<file path="src/rtl/card_seq_pkg.sv">
package card_seq_pkg;

  typedef enum logic [2:0] {
    S_IDLE,
    S_ACT,
    S_ON,
    S_DEACT,
    S_DISCH
  } seq_state_t;

  localparam int STEP_W = 4;

  // activation steps, in half-T units after supply enable
  localparam logic [STEP_W-1:0] ST_READY = 4'd3;
  localparam logic [STEP_W-1:0] ST_IO    = 4'd8;
  localparam logic [STEP_W-1:0] ST_RST   = 4'd14;

  // deactivation steps, in half-T units after reset drop
  localparam logic [STEP_W-1:0] DS_CLK = 4'd1;
  localparam logic [STEP_W-1:0] DS_IO  = 4'd2;
  localparam logic [STEP_W-1:0] DS_SUP = 4'd3;

  localparam int FLT_OVC  = 0;
  localparam int FLT_UV   = 1;
  localparam int FLT_TEMP = 2;
  localparam int FLT_GEN  = 3;
  localparam int FLT_W    = 4;

  // system clock cycles in one half-T unit
  function automatic int half_t_cycles(input logic fast, input int fdiv,
                                       input int sdiv, input int osc_per_t);
    return (fast ? fdiv : sdiv) * (osc_per_t / 2);
  endfunction

endpackage

</file>
<file path="src/rtl/cs_stable_filter.sv">
module cs_stable_filter #(
  parameter int N = 16
) (
  input  logic clk,
  input  logic rst_n,
  input  logic din,
  output logic q
);
  localparam int CW = $clog2(N + 1);

  logic [CW-1:0] cnt;

  always_ff @(posedge clk or negedge rst_n) begin
    if (!rst_n) begin
      cnt <= '0;
      q   <= 1'b0;
    end else if (!din) begin
      cnt <= '0;
      q   <= 1'b0;
    end else if (!q) begin
      if (cnt == CW'(N - 1)) q <= 1'b1;
      else                   cnt <= cnt + 1'b1;
    end
  end

  // the filtered level only rises while the raw level is high
  assert_rise_after_stable_R8: assert property (@(posedge clk) disable iff (!rst_n)
    $rose(q) |-> $past(din));

endmodule

</file>
<file path="src/rtl/cs_halft_timer.sv">
module cs_halft_timer
  import card_seq_pkg::*;
#(
  parameter int FAST_DIV  = 8,
  parameter int SLOW_DIV  = 64,
  parameter int OSC_PER_T = 64
) (
  input  logic clk,
  input  logic rst_n,
  input  logic fast,
  input  logic restart,
  output logic tick
);
  localparam int MAX_DIV = (FAST_DIV > SLOW_DIV) ? FAST_DIV : SLOW_DIV;
  localparam int MAX_LEN = MAX_DIV * (OSC_PER_T / 2);
  localparam int CW      = $clog2(MAX_LEN + 1);

  logic [CW-1:0] cnt;
  logic [CW-1:0] len;

  assign len  = CW'(half_t_cycles(fast, FAST_DIV, SLOW_DIV, OSC_PER_T));
  assign tick = (cnt == len - 1'b1);

  always_ff @(posedge clk or negedge rst_n) begin
    if (!rst_n)               cnt <= '0;
    else if (restart || tick) cnt <= '0;
    else                      cnt <= cnt + 1'b1;
  end

  // consecutive half-T ticks never come back to back
  assert_tick_spacing_R12: assert property (@(posedge clk) disable iff (!rst_n)
    (tick && !restart && fast) |=> !tick);

endmodule

</file>
<file path="src/rtl/cs_sequencer.sv">
module cs_sequencer
  import card_seq_pkg::*;
(
  input  logic             clk,
  input  logic             rst_n,
  input  logic             session_n,
  input  logic             host_rst,
  input  logic             pres_raw,
  input  logic             pres_db,
  input  logic             por_ok,
  input  logic [FLT_W-1:0] faults,
  input  logic             discharged,
  input  logic             tick,
  output logic             restart,
  output logic             sup_en,
  output logic             sup_ready,
  output logic             io_en,
  output logic             clk_en,
  output logic             card_rst,
  output logic             irq_n,
  output logic             osc_fast
);
  seq_state_t        state;
  logic [STEP_W-1:0] step;
  logic [STEP_W-1:0] step_nx;
  logic              wait_mode;
  logic              flt_latch;

  // named internal events
  logic in_session, abort_cause, deact_go, start_go;

  assign in_session  = (state == S_ACT) || (state == S_ON);
  assign abort_cause = in_session && ((|faults) || !pres_raw);
  assign deact_go    = in_session && (session_n || abort_cause);
  assign start_go    = (state == S_IDLE) && por_ok && !session_n && pres_db && !flt_latch;
  assign restart     = start_go || deact_go;
  assign step_nx     = step + 1'b1;

  assign osc_fast = (state != S_IDLE);
  assign card_rst = (state == S_ON) && host_rst;
  assign irq_n    = !flt_latch && pres_db;

  always_ff @(posedge clk or negedge rst_n) begin
    if (!rst_n) begin
      state     <= S_IDLE;
      step      <= '0;
      wait_mode <= 1'b0;
      flt_latch <= 1'b0;
      sup_en    <= 1'b0;
      sup_ready <= 1'b0;
      io_en     <= 1'b0;
      clk_en    <= 1'b0;
    end else begin
      if (abort_cause)                         flt_latch <= 1'b1;
      else if (state == S_IDLE && session_n)   flt_latch <= 1'b0;

      case (state)
        S_IDLE: begin
          if (start_go) begin
            state     <= S_ACT;
            step      <= '0;
            sup_en    <= 1'b1;
            wait_mode <= host_rst;
          end
        end
        S_ACT: begin
          if (deact_go) begin
            state <= S_DEACT;
            step  <= '0;
          end else begin
            if (wait_mode && !host_rst && step >= ST_IO) clk_en <= 1'b1;
            if (tick) begin
              step <= step_nx;
              if (step_nx == ST_READY) sup_ready <= 1'b1;
              if (step_nx == ST_IO) begin
                io_en <= 1'b1;
                if (!wait_mode) clk_en <= 1'b1;
              end
              if (step_nx == ST_RST) begin
                clk_en <= 1'b1;
                state  <= S_ON;
              end
            end
          end
        end
        S_ON: begin
          if (deact_go) begin
            state <= S_DEACT;
            step  <= '0;
          end
        end
        S_DEACT: begin
          if (tick) begin
            step <= step_nx;
            if (step_nx == DS_CLK) clk_en <= 1'b0;
            if (step_nx == DS_IO)  io_en  <= 1'b0;
            if (step_nx == DS_SUP) begin
              sup_en    <= 1'b0;
              sup_ready <= 1'b0;
              state     <= S_DISCH;
            end
          end
        end
        S_DISCH: begin
          if (discharged) state <= S_IDLE;
        end
        default: state <= S_IDLE;
      endcase
    end
  end

  // supply only comes up once the hold-off has ended
  assert_sup_after_por_R1: assert property (@(posedge clk) disable iff (!rst_n)
    $rose(sup_en) |-> $past(por_ok));

  // the oscillator is already fast when the supply comes up
  assert_fast_at_start_R2: assert property (@(posedge clk) disable iff (!rst_n)
    $rose(sup_en) |-> osc_fast);

  // reset is released only with clock, data lines and supply on
  assert_rst_needs_all_R6: assert property (@(posedge clk) disable iff (!rst_n)
    card_rst |-> (clk_en && io_en && sup_en));

  // data lines never outlive the supply
  assert_io_under_sup_R7: assert property (@(posedge clk) disable iff (!rst_n)
    io_en |-> sup_en);

  // supply drops last
  assert_sup_off_last_R7: assert property (@(posedge clk) disable iff (!rst_n)
    $fell(sup_en) |-> (!io_en && !clk_en));

  // a fault inside a session pulls the interrupt low next cycle
  assert_fault_irq_R9: assert property (@(posedge clk) disable iff (!rst_n)
    (in_session && (|faults)) |=> !irq_n);

endmodule

</file>
<file path="src/rtl/card_session_top.sv">
module card_session_top
  import card_seq_pkg::*;
#(
  parameter int POR_CYCLES = 11000,
  parameter int DEB_CYCLES = 400000,
  parameter int FAST_DIV   = 8,
  parameter int SLOW_DIV   = 64,
  parameter int OSC_PER_T  = 64
) (
  input  logic       clk,
  input  logic       rst_n,
  input  logic       session_req_n,
  input  logic       host_rst,
  input  logic       card_pres,
  input  logic [3:0] fault_flags,
  input  logic       vcc_discharged,
  output logic       vcc_en,
  output logic       vcc_ready,
  output logic       io_en,
  output logic       cclk_en,
  output logic       card_rst,
  output logic       irq_n,
  output logic       osc_fast
);
  logic por_ok, pres_db, tick, restart;

  cs_stable_filter #(.N(POR_CYCLES)) u_por (
    .clk(clk), .rst_n(rst_n), .din(!fault_flags[FLT_UV]), .q(por_ok));

  cs_stable_filter #(.N(DEB_CYCLES)) u_deb (
    .clk(clk), .rst_n(rst_n), .din(card_pres), .q(pres_db));

  cs_halft_timer #(.FAST_DIV(FAST_DIV), .SLOW_DIV(SLOW_DIV), .OSC_PER_T(OSC_PER_T)) u_tmr (
    .clk(clk), .rst_n(rst_n), .fast(osc_fast), .restart(restart), .tick(tick));

  cs_sequencer u_seq (
    .clk(clk), .rst_n(rst_n), .session_n(session_req_n), .host_rst(host_rst),
    .pres_raw(card_pres), .pres_db(pres_db), .por_ok(por_ok), .faults(fault_flags),
    .discharged(vcc_discharged), .tick(tick), .restart(restart),
    .sup_en(vcc_en), .sup_ready(vcc_ready), .io_en(io_en), .clk_en(cclk_en),
    .card_rst(card_rst), .irq_n(irq_n), .osc_fast(osc_fast));

endmodule

</file>
<file path="config.mk">
export PLATFORM = sky130hd
export DESIGN_NAME = card_session_top
export DESIGN_NICKNAME = d
export VERILOG_FILES = /design/src/rtl/card_seq_pkg.sv /design/src/rtl/cs_stable_filter.sv /design/src/rtl/cs_halft_timer.sv /design/src/rtl/cs_sequencer.sv /design/src/rtl/card_session_top.sv
export SDC_FILE = /design/constraint.sdc
export NUM_CORES = 1
export LEC_CHECK = 0
export CORE_MARGIN = 5
export CORE_UTILIZATION = 30
export DETAILED_ROUTE_END_ITERATION = 10
export PLACE_DENSITY = 0.43
export SLEW_MARGIN = 10
export SYNTH_ARGS = -nofsm -noshare
export SYNTH_HDL_FRONTEND = slang
export SYNTH_SLANG_ARGS = --single-unit
</file>
<file path="constraint.sdc">
create_clock -name clk -period 5.5 [get_ports clk]
set_clock_uncertainty 0.15 [all_clocks]
set_input_delay 1.1 -clock clk [delete_from_list [all_inputs] [get_ports clk]]
set_output_delay 1.1 -clock clk [all_outputs]
set_load 0.1 [all_outputs]
</file>
== Word-level counts from Yosys, hierarchy flattened ==
Index checks and enable logic that the tools add are counted.

* Bits in latches: 0
* Memories: 0
* Register bits after elaboration: 60
* Memory bits (read-only): 0
* Bits in writable memories: 0
* Output and inout bits: 7

* Multiplexer cells: 53
* Shift operators: 0
* Order comparisons: 1
* Divide/modulo/power cells: 0
* Equality and inequality tests: 29
* Bitwise gates (word level): 0
* Reductions and logical operators: 36
* Add/sub/neg operators: 5
* $mul: 0

{| class="wikitable"
|+ Operator list
! operator !! number
|-
| 19-bit two-way mux || 3
|-
| 14-bit two-way mux || 3
|-
| 1-bit two-way mux || 27
|-
| 3-bit two-way mux || 8
|-
| 2-bit inequality test, second input constant || 10
|-
| 19-bit by 1-bit adder with 19-bit output, second input constant || 1
|-
| 19-bit equality test, second input constant || 1
|-
| 4-bit two-way mux || 4
|-
| 4-bit one-hot mux with 4 select lines || 1
|-
| 3-bit one-hot mux with 5 select lines || 1
|-
| 14-bit by 1-bit adder with 14-bit output, second input constant || 1
|-
| 14-bit equality test, second input constant || 1
|-
| 12-bit by 1-bit adder with 12-bit output, second input constant || 1
|-
| 12-bit equality test || 1
|-
| 12-bit two-way mux || 1
|-
| 6-bit AND reduction || 2
|-
| 12-bit by 1-bit subtractor with 12-bit output, second input constant || 1
|-
| 1-bit logical AND || 11
|-
| 2-bit by 1-bit inequality test with 1-bit output, second input constant || 5
|-
| 4-bit by 2-bit equality test with 1-bit output, second input constant || 2
|-
| 4-bit equality test, second input constant || 2
|-
| 1-bit one-hot mux with 2 select lines || 4
|-
| 4-bit AND reduction || 2
|-
| 7-bit two-way mux || 1
|-
| other kinds (17) || 30
|}

== Depth between registers and ports, before layout ==
* Depth in word-level cells: 10
* Mapped depth: 8
* Mapped depth without buffers: 7

== By module ==
From an unflattened synthesis, not the netlist that was laid out.

* Cell total of the unflattened synthesis: 369
* Area, all modules: 3537.1 um^2

{| class="wikitable"
|+ Modules (own cells, without submodules)
! module !! instances !! cells each !! area each (um^2)
|-
| cs_stable_filter (u_deb) || 1 || 121 || 1131.1
|-
| cs_sequencer || 1 || 109 || 985.9
|-
| cs_stable_filter (u_por) || 1 || 81 || 788.3
|-
| cs_halft_timer || 1 || 57 || 628.1
|-
| card_session_top || 1 || 1 || 3.8
|}

== Worst setup path before layout ==
OpenSTA, ideal clock, no wires.

* Path kind: input-to-output
* Start point: input host_rst
* End point: output card_rst
* Data required time: 4.250 ns
* Cell stages on the path: 2
* Buffers on the path: 0
* Data arrival time: 3.955 ns
* Path slack: 0.295 ns
* Cell sequence: inv_1 nor4_1

* Longest elaborated chain between the ends: 1

{| class="wikitable"
|+ Ends and longest elaborated chain
! item !! RTL line !! source
|-
| start: declaration || card_session_top.sv:13 || <nowiki>input logic host_rst,</nowiki>
|-
| 1-bit logical AND || cs_sequencer.sv:40 || <nowiki>assign card_rst = (state == S_ON) && host_rst;</nowiki>
|-
| end: declaration || card_session_top.sv:21 || <nowiki>output logic card_rst,</nowiki>
|}

Every way passes these cells.

== Worst setup path in the final report ==
* Start point: register u_seq.state[2]
* End point: output osc_fast

* Longest elaborated chain between the ends: 1

{| class="wikitable"
|+ Ends and longest elaborated chain
! item !! RTL line !! source
|-
| start: declaration || cs_sequencer.sv:23 || <nowiki>seq_state_t state;</nowiki>
|-
| start signal: assignment || cs_sequencer.sv:45 || <nowiki>state <= S_IDLE;</nowiki>
|-
| start signal: assignment || cs_sequencer.sv:60 || <nowiki>state <= S_ACT;</nowiki>
|-
| start signal: assignment || cs_sequencer.sv:68 || <nowiki>state <= S_DEACT;</nowiki>
|-
| 3-bit nonzero test || cs_sequencer.sv:39 || <nowiki>assign osc_fast = (state != S_IDLE);</nowiki>
|-
| end: declaration || card_session_top.sv:23 || <nowiki>output logic osc_fast</nowiki>
|}

Every way passes these cells.

==> run metrics <==
WHS 0.338 ns; Die Wd approximately 120 µm; most frequent cell after synthesis dfrtp_1; hold buffer count at CTS 0; drt wl/cell about 14 µm; relative slew slack 34.9%; Synth cell types 53; r2r setup slk 3.16 ns; ranking of synthesized cells by area dfrtp_1 (45%), nor2_1 (5.2%), xor2_1 (5.0%); Worst path max stage delay 0.97 ns; yosys warns 0; IO Port Bufs 16; final period utilization about two thirds; chip height 115 µm; crit path time final 3.56 ns; Routed WL approximately 7200 µm; largest family of logic cells by synthesized area simple AND/OR/NAND/NOR gates; CP max FO 14; CTS Buffer Depth 2; post-synthesis xor/xnor area fraction slightly below 9%; Startpoint Class register; compound-gate portion of the synthesized area 12.0%; setup slack at placement 1.70 ns; Worst Setup SP u_seq.state[2]; RSZ-0062 raised after global routing false; mux share of post-synthesis cell area 1.50%; Synth top area share between 40% and 50%; pwr dens around 240 mW/mm²; postcts setup bufs 0; Ant. Diodes 0; adder-cell share of the synthesized area 2.63%; fin nets a little under 400; number of cells on the critical path 3; kind of critical path reg2out; Root Buffer Master clkbuf_8; number of global-route vias before repair 2,667; area grow syn2layout 12.3%; post-route antenna net violation count 0; Critical Path RT 4.25 ns; final setup vio count 0; post-synthesis average cell area 9.35 µm²; CP delay by family, top buffers and inverters; Inserted Clock Buffers 9; type of the tightest min-delay check reg2reg; Reg2Reg Launch Point u_tmr.cnt[0]; r2r worst-path depth 6; Pleak between 1.5 and 2 nW; Final Max Slew Viols 0; DP HPWL 5080 µm; crit end category output pin; initial antenna violation count 0; Setup WS post-layout a little under 2 ns; synthesized area around 0.0033 mm²; DR DRC count 0; largest net degree at the start of global routing 61; Global Route Usage Sum 12.1%; I/O pin count 17; 1st-iter DRT viols approximately 120; Slew @ Worst Pin 0.974 ns; top cells by count, synth dfrtp_1 (60), nor2_1 (46), nand2_1 (24), xor2_1 (19), a21oi_1 (18); Max Fclk 0.281 GHz; die area 0.0133 mm²; clk_lat worst skew 0.33 ns; share of cells above drive strength 1 6.38%; post-synthesis net count 373; row count 38; Worst EP arrival roughly 2.3 ns; Final Hold Violating Endpoints 0; EDFF count, synth 0; WP buf/inv 2; Syn Inst Count 356; H-tree lvl count 3; core area around 0.011 mm²; Clock Sinks 60; Gates resized, CTS repair 0; #FFs+latches synth 60; Vias 2,602; HP Start u_tmr.cnt[0]; Reg clk slew, reported paths around 0.060 ns; CTS tree yes; post-synthesis simple-gate area fraction 25.9%; CP max-delay cell clkdlybuf4s50_1; number of vias per cell 5.04; Setup TNS Final 0 ns; first-pass GRT wire length 12,700 µm; status finished clean; Synth async-reset ratio 100%; gpl congestion 0.761; sequential area share after synthesis a little under half; peak supply drop 133 µV; DRT Pass-1 Iters 4; worst hold stages 1; critical path cell sequence nor3_2, inv_1, clkdlybuf4s50_1; total grt overflow 0; maxcap violations 0; Most used DFF post-synth dfrtp_1; top cell type by total area after synthesis dfrtp_1; Initial Utilization slightly above 30%
==> registers in the layout, indices dropped and copies added (netlist names), 3 cells and up <==
register	count
u_seq.step	4
u_seq.state	3
u_deb.cnt	19
u_por.cnt	14
u_tmr.cnt	12
==> metrics by stage <==
step	instances	cell area (µm²)	utilization, %	total power, mW
floorplan	356	3330	-	0.550
global placement	502	3580	33.0	0.581
detailed placement	502	3580	33.0	0.582
CTS	516	3740	34.5	0.926
global route	516	3740	34.5	0.962
finish	516	3740	34.5	0.905
==> worst paths after layout <==
| kind | endpoint |
|---|---|
| max | osc_fast |
| min | u_tmr.cnt[0] |
| min reg2reg | u_tmr.cnt[0] |
| max in group asynchronous | u_por.cnt[11] |
| min in group asynchronous | u_deb.cnt[17] |
| max reg2reg | u_seq.step[2] |
==> cell families (layout without fill, tap and decap cells) <==
family / Yosys count / after routing
AO/OA/AOI/OAI: 62 / 62
multiplexers: 5 / 5
flip-flops: 60 / 60
AND/OR/NAND/NOR: 162 / 162
buffers and inverters: 27 / 47
adder cells (fa/ha/maj): 7 / 7
XOR/XNOR: 33 / 33
==> placed cells by master, fill, tap and decap left out, types with 2 or more instances in the layout <==
master | netlist | layout
dfrtp_1 | 60 | 60
nor2_1 | 46 | 46
nand2_1 | 24 | 24
xor2_1 | 19 | 19
a21oi_1 | 18 | 18
nand3_1 | 17 | 17
inv_1 | 16 | 16
nand4_1 | 15 | 15
o21ai_0 | 14 | 14
xnor2_1 | 14 | 14
clkdlybuf4s50_1 | 0 | 14
nor3_1 | 10 | 10
clkbuf_8 | 3 | 10
nor4_1 | 8 | 8
or3_1 | 8 | 8
ha_1 | 7 | 7
and3_1 | 6 | 6
mux2i_1 | 5 | 5
o21a_1 | 5 | 5
o211ai_1 | 5 | 5
and4_1 | 4 | 4
o31ai_1 | 4 | 4
nand2b_1 | 3 | 3
clkinv_2 | 0 | 3
nor4bb_1 | 2 | 2
nor4b_1 | 2 | 2
nor2b_1 | 2 | 2
and3b_1 | 2 | 2
a21boi_0 | 2 | 2
or2_2 | 2 | 2
a31oi_1 | 2 | 2
a2bb2oi_1 | 2 | 2
nor3b_1 | 2 | 2
buf_4 | 0 | 2
==> power breakdown <==
group / switching (mW) / internal, mW
Clock: 0.165 / 0.168
Sequential: 0.0324 / 0.470
Combinational: 0.0382 / 0.0312
==> per-layer routing <==
metal,part of all wire (%),global-route usage [%]
met1,50,15.5
met2,46,18.9
met3,2.8,4.16
met4,1.6,4.54
met5,0,0
==> final cells by class <==
type                            count  area (µm²)
Sequential cell                    60        1500
Fill cell                        1153        7100
Tap cell                          140         175
Clock buffer                       11         141
Multi-Input combinational cell    269        1690
Timing Repair Buffer               17         160
Clock inverter                      3        15.0
Inverter                           16        60.1
Power figures use the tool's default switching activity.
